$ cat src/rtl/cbs_pkg.sv
`timescale 1ns/1ps
package cbs_pkg;
  typedef enum logic [2:0] {
    ST_OFF      = 3'd0,
    ST_PLL_WAIT = 3'd1,
    ST_LOCKED   = 3'd2,
    ST_CLK_ON   = 3'd3,
    ST_COL_RST  = 3'd4,
    ST_RUN      = 3'd5
  } seq_state_e;

  localparam logic [1:0] ADDR_CTRL = 2'd0;
  localparam logic [1:0] ADDR_PART = 2'd1;
  localparam logic [1:0] ADDR_STAT = 2'd2;

  localparam int CTRL_PLL_BIT = 0;
  localparam int CTRL_CLK_BIT = 1;
  localparam int CTRL_RST_BIT = 2;
endpackage

$ cat src/rtl/cbs_fsm.sv
`timescale 1ns/1ps
module cbs_fsm
  import cbs_pkg::*;
(
  input  logic       clk,
  input  logic       por_i,
  input  logic       ctrl_wr,
  input  logic       wd_pll,
  input  logic       wd_clk,
  input  logic       wd_rst,
  input  logic       pll_lock,
  input  logic       rst_release,
  output seq_state_e state_o,
  output logic       pll_en_o,
  output logic       lock_lost_o,
  output logic       clocks_on_o,
  output logic       rst_start_o,
  output logic       abort_o
);
  seq_state_e st_q, st_d;
  logic pll_en_q, pll_en_d;
  logic lock_lost_q;
  logic lock_drop;
  logic clocks_on;
  logic rst_start;

  assign pll_en_d  = ctrl_wr ? wd_pll : pll_en_q;
  assign clocks_on = st_q inside {ST_CLK_ON, ST_COL_RST, ST_RUN};
  assign lock_drop = !pll_lock &&
                     (st_q inside {ST_LOCKED, ST_CLK_ON, ST_COL_RST, ST_RUN});

  always_comb begin
    st_d      = st_q;
    rst_start = 1'b0;
    if (!pll_en_d) begin
      st_d = ST_OFF;
    end else if (lock_drop) begin
      st_d = ST_PLL_WAIT;
    end else begin
      case (st_q)
        ST_OFF:      st_d = ST_PLL_WAIT;
        ST_PLL_WAIT: if (pll_lock) st_d = ST_LOCKED;
        ST_LOCKED:   if (ctrl_wr && wd_clk) st_d = ST_CLK_ON;
        ST_CLK_ON, ST_RUN: begin
          if (ctrl_wr) begin
            if (!wd_clk) begin
              st_d = ST_LOCKED;
            end else if (wd_rst) begin
              st_d      = ST_COL_RST;
              rst_start = 1'b1;
            end
          end
        end
        ST_COL_RST:  if (rst_release) st_d = ST_RUN;
        default:     st_d = ST_OFF;
      endcase
    end
  end

  always_ff @(posedge clk or posedge por_i) begin
    if (por_i) begin
      st_q        <= ST_OFF;
      pll_en_q    <= 1'b0;
      lock_lost_q <= 1'b0;
    end else begin
      st_q     <= st_d;
      pll_en_q <= pll_en_d;
      if (lock_drop && clocks_on) lock_lost_q <= 1'b1;
    end
  end

  assign state_o     = st_q;
  assign pll_en_o    = pll_en_q;
  assign lock_lost_o = lock_lost_q;
  assign clocks_on_o = clocks_on;
  assign rst_start_o = rst_start;
  assign abort_o     = !pll_en_d || lock_drop;

  // the off stage and a cleared PLL enable always coincide
  p_off_tracks_pll_r10: assert property (@(posedge clk) disable iff (por_i)
    (st_q == ST_OFF) == !pll_en_q);

  // clocks can only open out of the locked stage with lock present
  p_clk_after_lock_r4: assert property (@(posedge clk) disable iff (por_i)
    $rose(clocks_on) |-> ($past(st_q) == ST_LOCKED) && $past(pll_lock));

  // lock-lost flag never clears outside power-on reset
  p_lost_sticky_r8: assert property (@(posedge clk) disable iff (por_i)
    $past(lock_lost_q) |-> lock_lost_q);
endmodule

$ cat src/rtl/cbs_rst_hold.sv
`timescale 1ns/1ps
module cbs_rst_hold #(
  parameter int HOLD = 16
) (
  input  logic clk,
  input  logic por_i,
  input  logic start_i,
  input  logic abort_i,
  input  logic ctrl_wr,
  input  logic wd_rst,
  output logic active_o,
  output logic req_o,
  output logic release_o
);
  localparam int             CW     = $clog2(HOLD + 1);
  localparam logic [CW-1:0]  HOLD_C = CW'(HOLD);

  logic          active_q, req_q, req_d;
  logic [CW-1:0] cnt_q;

  assign req_d     = ctrl_wr ? wd_rst : req_q;
  assign release_o = active_q && !req_d && (cnt_q >= HOLD_C);

  always_ff @(posedge clk or posedge por_i) begin
    if (por_i) begin
      active_q <= 1'b0;
      req_q    <= 1'b0;
      cnt_q    <= '0;
    end else if (abort_i) begin
      active_q <= 1'b0;
      req_q    <= 1'b0;
      cnt_q    <= '0;
    end else if (start_i) begin
      active_q <= 1'b1;
      req_q    <= 1'b1;
      cnt_q    <= CW'(1);
    end else if (active_q) begin
      if (release_o) begin
        active_q <= 1'b0;
        req_q    <= 1'b0;
        cnt_q    <= '0;
      end else begin
        req_q <= req_d;
        if (cnt_q < HOLD_C) cnt_q <= cnt_q + CW'(1);
      end
    end
  end

  assign active_o = active_q;
  assign req_o    = req_q;

  // a normal release never comes before the minimum hold count
  p_hold_min_r7: assert property (@(posedge clk) disable iff (por_i)
    $fell(active_q) && !$past(abort_i) |-> $past(cnt_q) >= HOLD_C);
endmodule

$ cat src/rtl/cbs_iso_map.sv
`timescale 1ns/1ps
module cbs_iso_map #(
  parameter int NCOLS = 8
) (
  input  logic             clk,
  input  logic             por_i,
  input  logic             load_i,
  input  logic             clear_i,
  input  logic [NCOLS-2:0] map_i,
  output logic [NCOLS-2:0] map_o,
  output logic [NCOLS:0]   iso_o
);
  logic [NCOLS-2:0] map_q;

  always_ff @(posedge clk or posedge por_i) begin
    if (por_i)        map_q <= '0;
    else if (clear_i) map_q <= '0;
    else if (load_i)  map_q <= map_i;
  end

  assign map_o = map_q;

  for (genvar e = 0; e <= NCOLS; e++) begin : g_edge
    if (e == 0 || e == NCOLS) begin : g_outer
      assign iso_o[e] = 1'b1;
    end else begin : g_inner
      assign iso_o[e] = ~map_q[e-1];
    end
  end
endmodule

$ cat src/rtl/col_boot_seq.sv
`timescale 1ns/1ps
module col_boot_seq
  import cbs_pkg::*;
#(
  parameter  int NUM_COLS = 8,
  parameter  int RST_HOLD = 16,
  localparam int MAP_W    = NUM_COLS - 1,
  localparam int REG_W    = (MAP_W > 4) ? MAP_W : 4
) (
  input  logic                clk,
  input  logic                por_i,
  input  logic                reg_wr,
  input  logic [1:0]          reg_waddr,
  input  logic [REG_W-1:0]    reg_wdata,
  input  logic [1:0]          reg_raddr,
  output logic [REG_W-1:0]    reg_rdata,
  input  logic                pll_lock_i,
  output logic                pll_en_o,
  output logic [NUM_COLS-1:0] col_clk_en_o,
  output logic [NUM_COLS-1:0] col_rst_o,
  output logic [NUM_COLS:0]   edge_iso_o
);
  seq_state_e       state;
  logic             ctrl_wr, part_wr;
  logic             pll_en, lock_lost, clocks_on, rst_start, abort;
  logic             rst_active, rst_req, rst_release;
  logic [MAP_W-1:0] part_map;

  assign ctrl_wr = reg_wr && (reg_waddr == ADDR_CTRL);
  assign part_wr = reg_wr && (reg_waddr == ADDR_PART) && (state == ST_RUN);

  cbs_fsm u_fsm (
    .clk         (clk),
    .por_i       (por_i),
    .ctrl_wr     (ctrl_wr),
    .wd_pll      (reg_wdata[CTRL_PLL_BIT]),
    .wd_clk      (reg_wdata[CTRL_CLK_BIT]),
    .wd_rst      (reg_wdata[CTRL_RST_BIT]),
    .pll_lock    (pll_lock_i),
    .rst_release (rst_release),
    .state_o     (state),
    .pll_en_o    (pll_en),
    .lock_lost_o (lock_lost),
    .clocks_on_o (clocks_on),
    .rst_start_o (rst_start),
    .abort_o     (abort)
  );

  cbs_rst_hold #(.HOLD(RST_HOLD)) u_rst_hold (
    .clk       (clk),
    .por_i     (por_i),
    .start_i   (rst_start),
    .abort_i   (abort),
    .ctrl_wr   (ctrl_wr),
    .wd_rst    (reg_wdata[CTRL_RST_BIT]),
    .active_o  (rst_active),
    .req_o     (rst_req),
    .release_o (rst_release)
  );

  cbs_iso_map #(.NCOLS(NUM_COLS)) u_iso (
    .clk     (clk),
    .por_i   (por_i),
    .load_i  (part_wr),
    .clear_i (abort),
    .map_i   (reg_wdata[MAP_W-1:0]),
    .map_o   (part_map),
    .iso_o   (edge_iso_o)
  );

  assign pll_en_o     = pll_en;
  assign col_clk_en_o = {NUM_COLS{clocks_on & pll_lock_i}};
  assign col_rst_o    = {NUM_COLS{rst_active}};

  always_comb begin
    reg_rdata = '0;
    case (reg_raddr)
      ADDR_CTRL: begin
        reg_rdata[CTRL_PLL_BIT] = pll_en;
        reg_rdata[CTRL_CLK_BIT] = clocks_on;
        reg_rdata[CTRL_RST_BIT] = rst_req;
      end
      ADDR_PART: reg_rdata[MAP_W-1:0] = part_map;
      ADDR_STAT: reg_rdata[3:0] = {lock_lost, state};
      default:   reg_rdata = '0;
    endcase
  end

  // column reset held exactly while the sequencer is in its reset stage
  p_rst_in_state_r6: assert property (@(posedge clk) disable iff (por_i)
    rst_active == (state == ST_COL_RST));

  // before lock every edge stays isolated
  p_iso_closed_early_r9: assert property (@(posedge clk) disable iff (por_i)
    (state inside {ST_OFF, ST_PLL_WAIT}) |-> (&edge_iso_o));
endmodule

$ cat config.mk
export PLATFORM = sky130hd
export DESIGN_NAME = col_boot_seq
export DESIGN_NICKNAME = d
export VERILOG_FILES = /design/src/rtl/cbs_pkg.sv /design/src/rtl/cbs_fsm.sv /design/src/rtl/cbs_rst_hold.sv /design/src/rtl/cbs_iso_map.sv /design/src/rtl/col_boot_seq.sv
export SDC_FILE = /design/constraint.sdc
export NUM_CORES = 1
export LEC_CHECK = 0
export BUFFER_PORTS_ARGS = -buffer_cell sky130_fd_sc_hd__buf_4
export CAP_MARGIN = 40
export CORE_MARGIN = 3
export CORE_UTILIZATION = 45
export DETAILED_ROUTE_END_ITERATION = 6
export PLACE_DENSITY_LB_ADDON = 0.25
export SLEW_MARGIN = 30
export SYNTH_ARGS = -nofsm -noshare
export SYNTH_HDL_FRONTEND = slang
export SYNTH_SLANG_ARGS = --single-unit
$ cat constraint.sdc
create_clock -name clk -period 1.6 [get_ports clk]
set_input_delay 0.24 -clock clk [delete_from_list [all_inputs] [get_ports clk]]
set_output_delay 0.24 -clock clk [all_outputs]
set_load 0.05 [all_outputs]
==> results.md, run 1 <==
- The flow ran to the end, but the final reports show violations.
- The checks that failed: negative setup slack.
- The utilization after layout is 0.762.
- Sorting the synthesized cells by area gives the leading types as dfrtp_1, buf_4, mux2i_1, nor2_1, ha_1.
- VDD sags by at most around 0.45 mV.
- After routing, the total negative slack on setup checks comes to -4.12 ns.
- Measured along the x axis, the die boundary spans approximately 62 µm.
- Summed over all nets, the half-perimeter wirelength after detailed placement is roughly 2700 µm.
- The mean number of vias per cell is about 5.4.
- After clock tree synthesis, the clock-pin slew on the worst setup and hold paths is approximately 0.12 ns.
- The post-placement cell count is about 240.
- The commonest non-fill, non-tap cell in the layout is buf_4.
- Yosys mapped a number of flops with a built-in enable equal to 0.
- The count of pins over their slew limit was 0.
- The worst hold path terminates at u_iso.map_o[4].
- The cell chosen for the clock root is clkbuf_4.
- The count of buffers inserted at the top-level ports is 45.
- The cell at the slowest stage of the critical path is dfrtp_1.
- The first global-routing pass estimated 5910 µm of wire.
- Prior to clock tree synthesis, the placed netlist has a worst setup slack of -0.0769 ns.
- The critical setup path kind is flop to output pin.
- The number of antenna diodes in the final layout is 0.
- The peak per-stage delay on the critical path is 0.39 ns.
- The detail-routed net length per standard cell is ~16 µm.
- The relative area change from synthesis to final layout is 55.5%.
- The tightest min-delay check is of the primary input to flop type.
- The final layout contains routed wiring with a total length of approximately 4200 µm.
- The most used flip-flop cell after synthesis is dfrtp_1.
- The via count of the first global-routing pass is 1,274.
- After layout, the minimum clock period comes to roughly 2 ns.
- The cell depth of the worst min-delay path is 3.
- No sink is reached through more buffers than the 2 on the longest clock path.
- In this run the count of I/O pins placed on the die edge is 48.
- In the layout the commonest cells are buf_4, dfrtp_1, inv_1, nor2_1, mux2i_1.
- The worst-case register-to-register setup slack is -0.09 ns.
- The count of fill cells added during filler insertion is 191.
- Of all nets on the critical path, the largest fanout is 2.
- The residual overflow from global routing is 0.
- Clock tree synthesis inserted a total of 3 buffers.
- The post-route fraction of the period consumed by the critical path is 1.25.
- After detailed routing, the number of remaining DRC violations is 0.
- The initial antenna violation count is 0.
- The clock tree from TritonCTS is yes.
- The first routing iteration left 140 violations.
- At the end of the flow, the number of nets in the layout was ~240.
- The endpoint type of the worst setup path is an output pin.
- The path depth of the worst reg2reg path is 8.
- In this run the number of H-tree levels came out at 1.
- The die covers approximately 3800 µm².
- For this run, the number of Yosys warnings is 0.
- Synthesis handed over a netlist of 158 instances.
- The fraction of synthesized cell area taken by the top area cell type is 0.337.
- In this run the core area contains 19 standard-cell rows.
- For this design the ratio of total power to cell area is 937 nW/µm².
- STA classifies the critical path startpoint as a flop.
- Leaving out filler cells and counting taps, the final layout contains ~260.
- The arrival time at the worst endpoint is roughly 1.8 ns.
- At the worst endpoint, the required time is around 1.4 ns.
- dfrtp_1 takes more of the synthesized area than any other cell.
- The floorplan step defined a core boundary enclosing approximately 2900 µm².
- The height of the chip is 62.0 µm.
- The portion of the post-synthesis area used by sequential elements is 0.337.
- The highest clock rate is about 0.5 GHz.
- For this configuration, the core starts out at a cell density of 0.490.
- The placed cell area is around 1800 µm².
- Setup violations remaining at the end of the flow were counted as 17.
- Setup repair after global routing could not meet its margin everywhere.
- The post-route cell area is 2190 µm².
- The startpoint identified for the worst register-to-register timing path is u_fsm.state_o[2].
- Synthesis instantiated between 40 and 50 different standard cells from the library.
- In this run the static leakage power is about 0.99 nW.
- The synthesized cell area is 1410 µm².
- The hold violation count in the final report is 0.
- The share of flip-flops with an asynchronous set or reset is 1.00.
- The maximum number of pins on one net before global-route repair is 20.
- The fraction of layout cells with a size suffix above 1 is 0.493.
- The slack of the critical path is -0.406 ns.
- For the worst-skew pair, the clock arrives at the later sink with an insertion delay of around 0.3 ns.
- The weighted congestion at the end of routability-driven global placement is 0.878.
- The average instance area after synthesis is roughly 8.9 µm².
- In this run, synthesis produced a sequential element count of 19.
- The source of the worst hold timing path is reg_wdata[4].
- The worst slack on hold paths is 0.175 ns.
- The endpoint of the most critical register-to-register path is u_fsm.state_o[1].
- The design draws slightly above 2 mW.
- Clock skew on the completed layout was measured at ~0.0048 ns.
- The routed layout has around 1,400 vias.
- The critical path goes through or2b_4 -> a21boi_4 -> inv_1 -> a222oi_1 -> buf_4 -> nor2_4 -> buf_6.
- CTS saw 19 sinks.
- Across the run, the number of max-cap violations was 0.
- For this run, the total global-route usage over all layers was measured as 0.209.
- The iteration count of the initial detailed-routing pass is 4.
- The number of nets with antenna violations after routing is 0.
## cells in the mapped netlist, types with 2 or more instances
library cell  number
dfrtp_1           19
nor2b_1            5
buf_2              3
a32oi_1            2
o21ai_0            5
mux2i_1           11
nand3_1            3
nand2_1           10
a2bb2oi_1          2
a31oi_1            2
mux2_2             2
inv_1             15
buf_4             17
a21oi_1            6
and2_1             3
nor2_1            17
nand3b_1           2
clkbuf_1           2
a222oi_1           3
ha_1               5
## timing repair
item	in CTS	in global routing
endpoints found under the hold margin	19	0
setup endpoints to repair	20	23
resized for setup	21	31
buffers inserted	8	4
pin swaps	8	8
hold buffers	1	0
## kinds of logic after synthesis
kind of cell    count (synthesis)  synth area share
compound gates                 33             0.185
xor+xnor                        1           0.00621
fa+ha+maj                       5            0.0444
buf+inv                        37             0.146
flops                          19             0.337
mux                            13            0.0941
other cells                     1           0.00266
simple gates                   49             0.184
## sequential cells by signal, indices dropped and copies added (netlist names)
signal / cells
u_fsm.lock_lost_o: 1
u_fsm.pll_en_o: 1
u_fsm.state_o: 3
u_iso.map_o: 7
u_rst_hold.active_o: 1
u_rst_hold.cnt_q: 5
u_rst_hold.req_o: 1
## worst max-delay path, delay by kind of cell (launching register included)
| kind | cells | cell delay (ns) |
|---|---|---|
| compound gates | 2 | 0.46 |
| simple gates | 2 | 0.23 |
| buf+inv | 3 | 0.38 |
| flops | 1 | 0.39 |
## routing by layer
metal | part of all wire | GRT usage | vias up
met3 | 0.048 | 0.0269 | 7
met4 | 0.010 | 0.0667 | 0
li1 | - | - | 654
met2 | 0.57 | 0.373 | 72
met5 | 0 | 0 | -
met1 | 0.38 | 0.258 | 665
## report_power, final
group | internal, mW | switching (mW)
Sequential | 0.520 | 0.0424
Clock | 0.0950 | 0.162
Combinational | 0.587 | 0.647
Total | 1.20 | 0.852
## how the worst max path moves through the flow
stage	from	to	slack, ns	depth (start not counted)
after floorplan	u_fsm.state_o[1]	col_clk_en_o[1]	-0.21	5
after global placement	u_fsm.state_o[2]	reg_rdata[1]	-0.06	7
after detailed placement	u_fsm.state_o[2]	reg_rdata[1]	-0.08	7
after CTS	u_fsm.state_o[2]	reg_rdata[1]	-0.36	7
after global routing	u_fsm.state_o[2]	reg_rdata[1]	-0.48	7
final	u_fsm.state_o[2]	reg_rdata[1]	-0.41	7
## final cells by class
class / instances / area, µm² / share of cell area
Timing Repair Buffer: 76 / 722 / 0.329
Sequential cell: 19 / 477 / 0.217
Inverter: 15 / 56.3 / 0.0257
Clock inverter: 1 / 7.51 / 0.00342
Tap cell: 42 / 52.6 / 0.0240
Clock buffer: 3 / 22.5 / 0.0103
Multi-Input combinational cell: 103 / 855 / 0.390
Power figures use the tool's default switching activity.
==> run 2: changes to the inputs <==
Settings changed: SETUP_SLACK_MARGIN from default to 0.02.
==> results.md, run 2 (same netlist as run 1, synthesis figures left out) <==
- The reported max-cap violation count came to 0 (unchanged).
- The data required time of the worst path is 1.36 ns (about the same).
- The clock latency on the worst-skew pair is 0.30 ns (about the same).
- Setup repair after global routing could not meet its margin everywhere.
- The fraction of layout cells with a size suffix above 1 came to 0.512 (+0.0185).
- The wire length of the first global-routing pass is 5920 µm (+0.24%).
- The vias after detailed routing was 1,378 (-1.4%).
- The hold violation count in the final report is 0 (unchanged).
- The effective utilization at floorplan was 0.490 (unchanged).
- The overall global routing resource usage is 0.209 (+0.000855).
- The flow ran to the end, but the final reports show violations.
- The initial antenna violation count is 0 (unchanged).
- The total die area is 3840 µm² (unchanged).
- The number of buffers created by CTS came to 3 (unchanged).
- The iteration count of the initial detailed-routing pass came to 4 (unchanged).
- The clock tree from TritonCTS is yes.
- The utilization after layout is 0.766 (+0.00392).
- The core region area is 2880 µm² (unchanged).
- The clock-pin slew of the registers on the worst-case setup and hold paths is 0.12 ns (about the same).
- The peak fanout along the critical path came to 2 (unchanged).
- The maximum number of pins on one net before global-route repair is 20 (unchanged).
- The peak ir drop on the vdd network was 0.506 mV (+11%).
- The highest clock rate is 0.488 GHz (-2.1%).
- The commonest non-fill, non-tap cell in the layout is buf_4.
- The worst clock skew was 0.00403 ns (-0.000738 ns).
- The post-route fraction of the period consumed by the critical path is 1.28 (+0.0267).
- The diode insertion count for antenna repair is 0 (unchanged).
- The number of DRC markers in iteration 0 is 80 (-43%).
- The weighted congestion at the end of routability-driven global placement is 0.878 (unchanged).
- The worst slack on hold paths is 0.172 ns (-0.00270 ns).
- The number of top-level pins is 48 (unchanged).
- The detailed-placement wirelength estimate came to 2730 µm (unchanged).
- The worst min-delay path class is primary input to flop.
- The total wire length after detailed routing is 4090 µm (-2.2%).
- The remaining routing DRC violations is 0 (unchanged).
- The height of the chip was 62.0 µm (unchanged).
- The power density relative to cell area came to 928 nW/µm² (-0.93%).
- The critical path in this run is classified as flop to output pin.
- The count of pins over their slew limit is 0 (unchanged).
- Leaving out fill and tap cells, the most frequent cells in the layout are buf_4, dfrtp_1, inv_1, nor2_1, mux2i_1.
- The relative area change from synthesis to final layout is 56.3%.
- The total number of H-tree levels is 1 (unchanged).
- The mean number of vias per cell is 5.36 (-0.66%).
- The slack of the critical path came to -0.449 ns (-0.0427 ns).
- The standby leakage power is 0.977 nW (-1.8%).
- The number of nets with antenna violations after routing came to 0 (unchanged).
- The cell chosen for the clock root is clkbuf_4.
- The number of sinks driven by the clock tree is 19 (unchanged).
- The die span in x came to 62.0 µm (unchanged).
- The count of fill cells added during filler insertion was 181 (-5.2%).
- The via count of the first global-routing pass came to 1,293 (+1.5%).
- The endpoint type of the worst setup path is an output pin.
- The count of final setup violators is 22 (+5).
- The final critical delay including setup and external delays was 2.05 ns (+0.0427 ns).
- The residual overflow from global routing came to 0 (unchanged).
- The number of placement rows came to 19 (unchanged).
- The arrival time at the worst endpoint is 1.81 ns (+0.04 ns).
- The detail-routed net length per standard cell is 15.9 µm (-1.5%).
- The number of flip-flops under the largest register name is 7 (unchanged).
- The checks that failed: negative setup slack.
- The maximum count of clock buffers along a single path is 2 (unchanged).
- The final layout net count is 236 (-0.84%).
- The count of buffers inserted at the top-level ports is 45 (unchanged).
- The launching element type of the critical path is a flop.
run 2: repair_timing:
action | CTS | global route
pin swaps | 9 | 8
hold endpoints to repair | 19 | 0
hold buffers | 1 | 0
setup endpoints to repair | 20 | 26
gates resized for setup | 24 | 34
setup buffers | 8 | 2
run 2: area by class of cell:
| class | count | area (µm²) | area share |
|---|---|---|---|
| clock inverter | 1 | 7.51 | 0.00341 |
| inverter | 15 | 56.3 | 0.0256 |
| multi-input combinational | 103 | 885 | 0.401 |
| sequential | 19 | 477 | 0.216 |
| tap | 42 | 52.6 | 0.0239 |
| clock buffer | 3 | 22.5 | 0.0102 |
| timing repair buffer | 74 | 703 | 0.319 |
run 2: stage by stage:
step                setup slack, ns  cells  TNS (ns)  cell area (µm²)  total power, mW
floorplan                    -0.206    159     -1.51             1490             1.21
global placement            -0.0646    243    -0.439             1840             1.43
detailed placement          -0.0769    243    -0.258             1840             1.45
CTS                          -0.365    255     -3.75             2040             1.87
global route                 -0.478    257     -5.75             2200             2.14
finish                       -0.449    257     -4.32             2200             2.05
run 2: path summary, 6_finish.rpt:
check	endpoint	slack (ns)	startpoint	cells past startpoint
setup / recovery	reg_rdata[1]	-0.45	u_fsm.state_o[2]	7
hold / removal	u_iso.map_o[4]	0.17	reg_wdata[4]	3
setup reg to reg	u_fsm.state_o[1]	-0.12	u_fsm.state_o[2]	8
hold reg to reg	u_fsm.lock_lost_o	0.55	u_fsm.lock_lost_o	1
max in group asynchronous	u_fsm.state_o[0]	0.89	por_i	4
min in group asynchronous	u_rst_hold.req_o	0.50	por_i	4
run 2: where the power goes:
| group | total [mW] | switching (mW) | leakage, nW | internal (mW) |
|---|---|---|---|---|
| clock network | 0.261 | 0.166 | 0.0139 | 0.0951 |
| registers | 0.559 | 0.0391 | 0.256 | 0.520 |
| logic | 1.22 | 0.648 | 0.707 | 0.577 |
| total | 2.05 | 0.853 | 0.977 | 1.19 |
run 2: critical path: stages (launching register included):
cell	delay [ns]
dfrtp_1	0.39
or2b_4	0.20
a21boi_4	0.16
inv_1	0.05
a222oi_1	0.32
buf_4	0.19
nor2_4	0.03
buf_6	0.15
run 2: per-layer routing:
| layer | up-vias | share of wire | GRT usage |
|---|---|---|---|
| met1 | 655 | 0.37 | 0.255 |
| met2 | 68 | 0.54 | 0.376 |
| met4 | 0 | 0.029 | 0.0697 |
| li1 | 643 | - | - |
| met3 | 12 | 0.059 | 0.0289 |
| met5 | - | 0 | 0 |
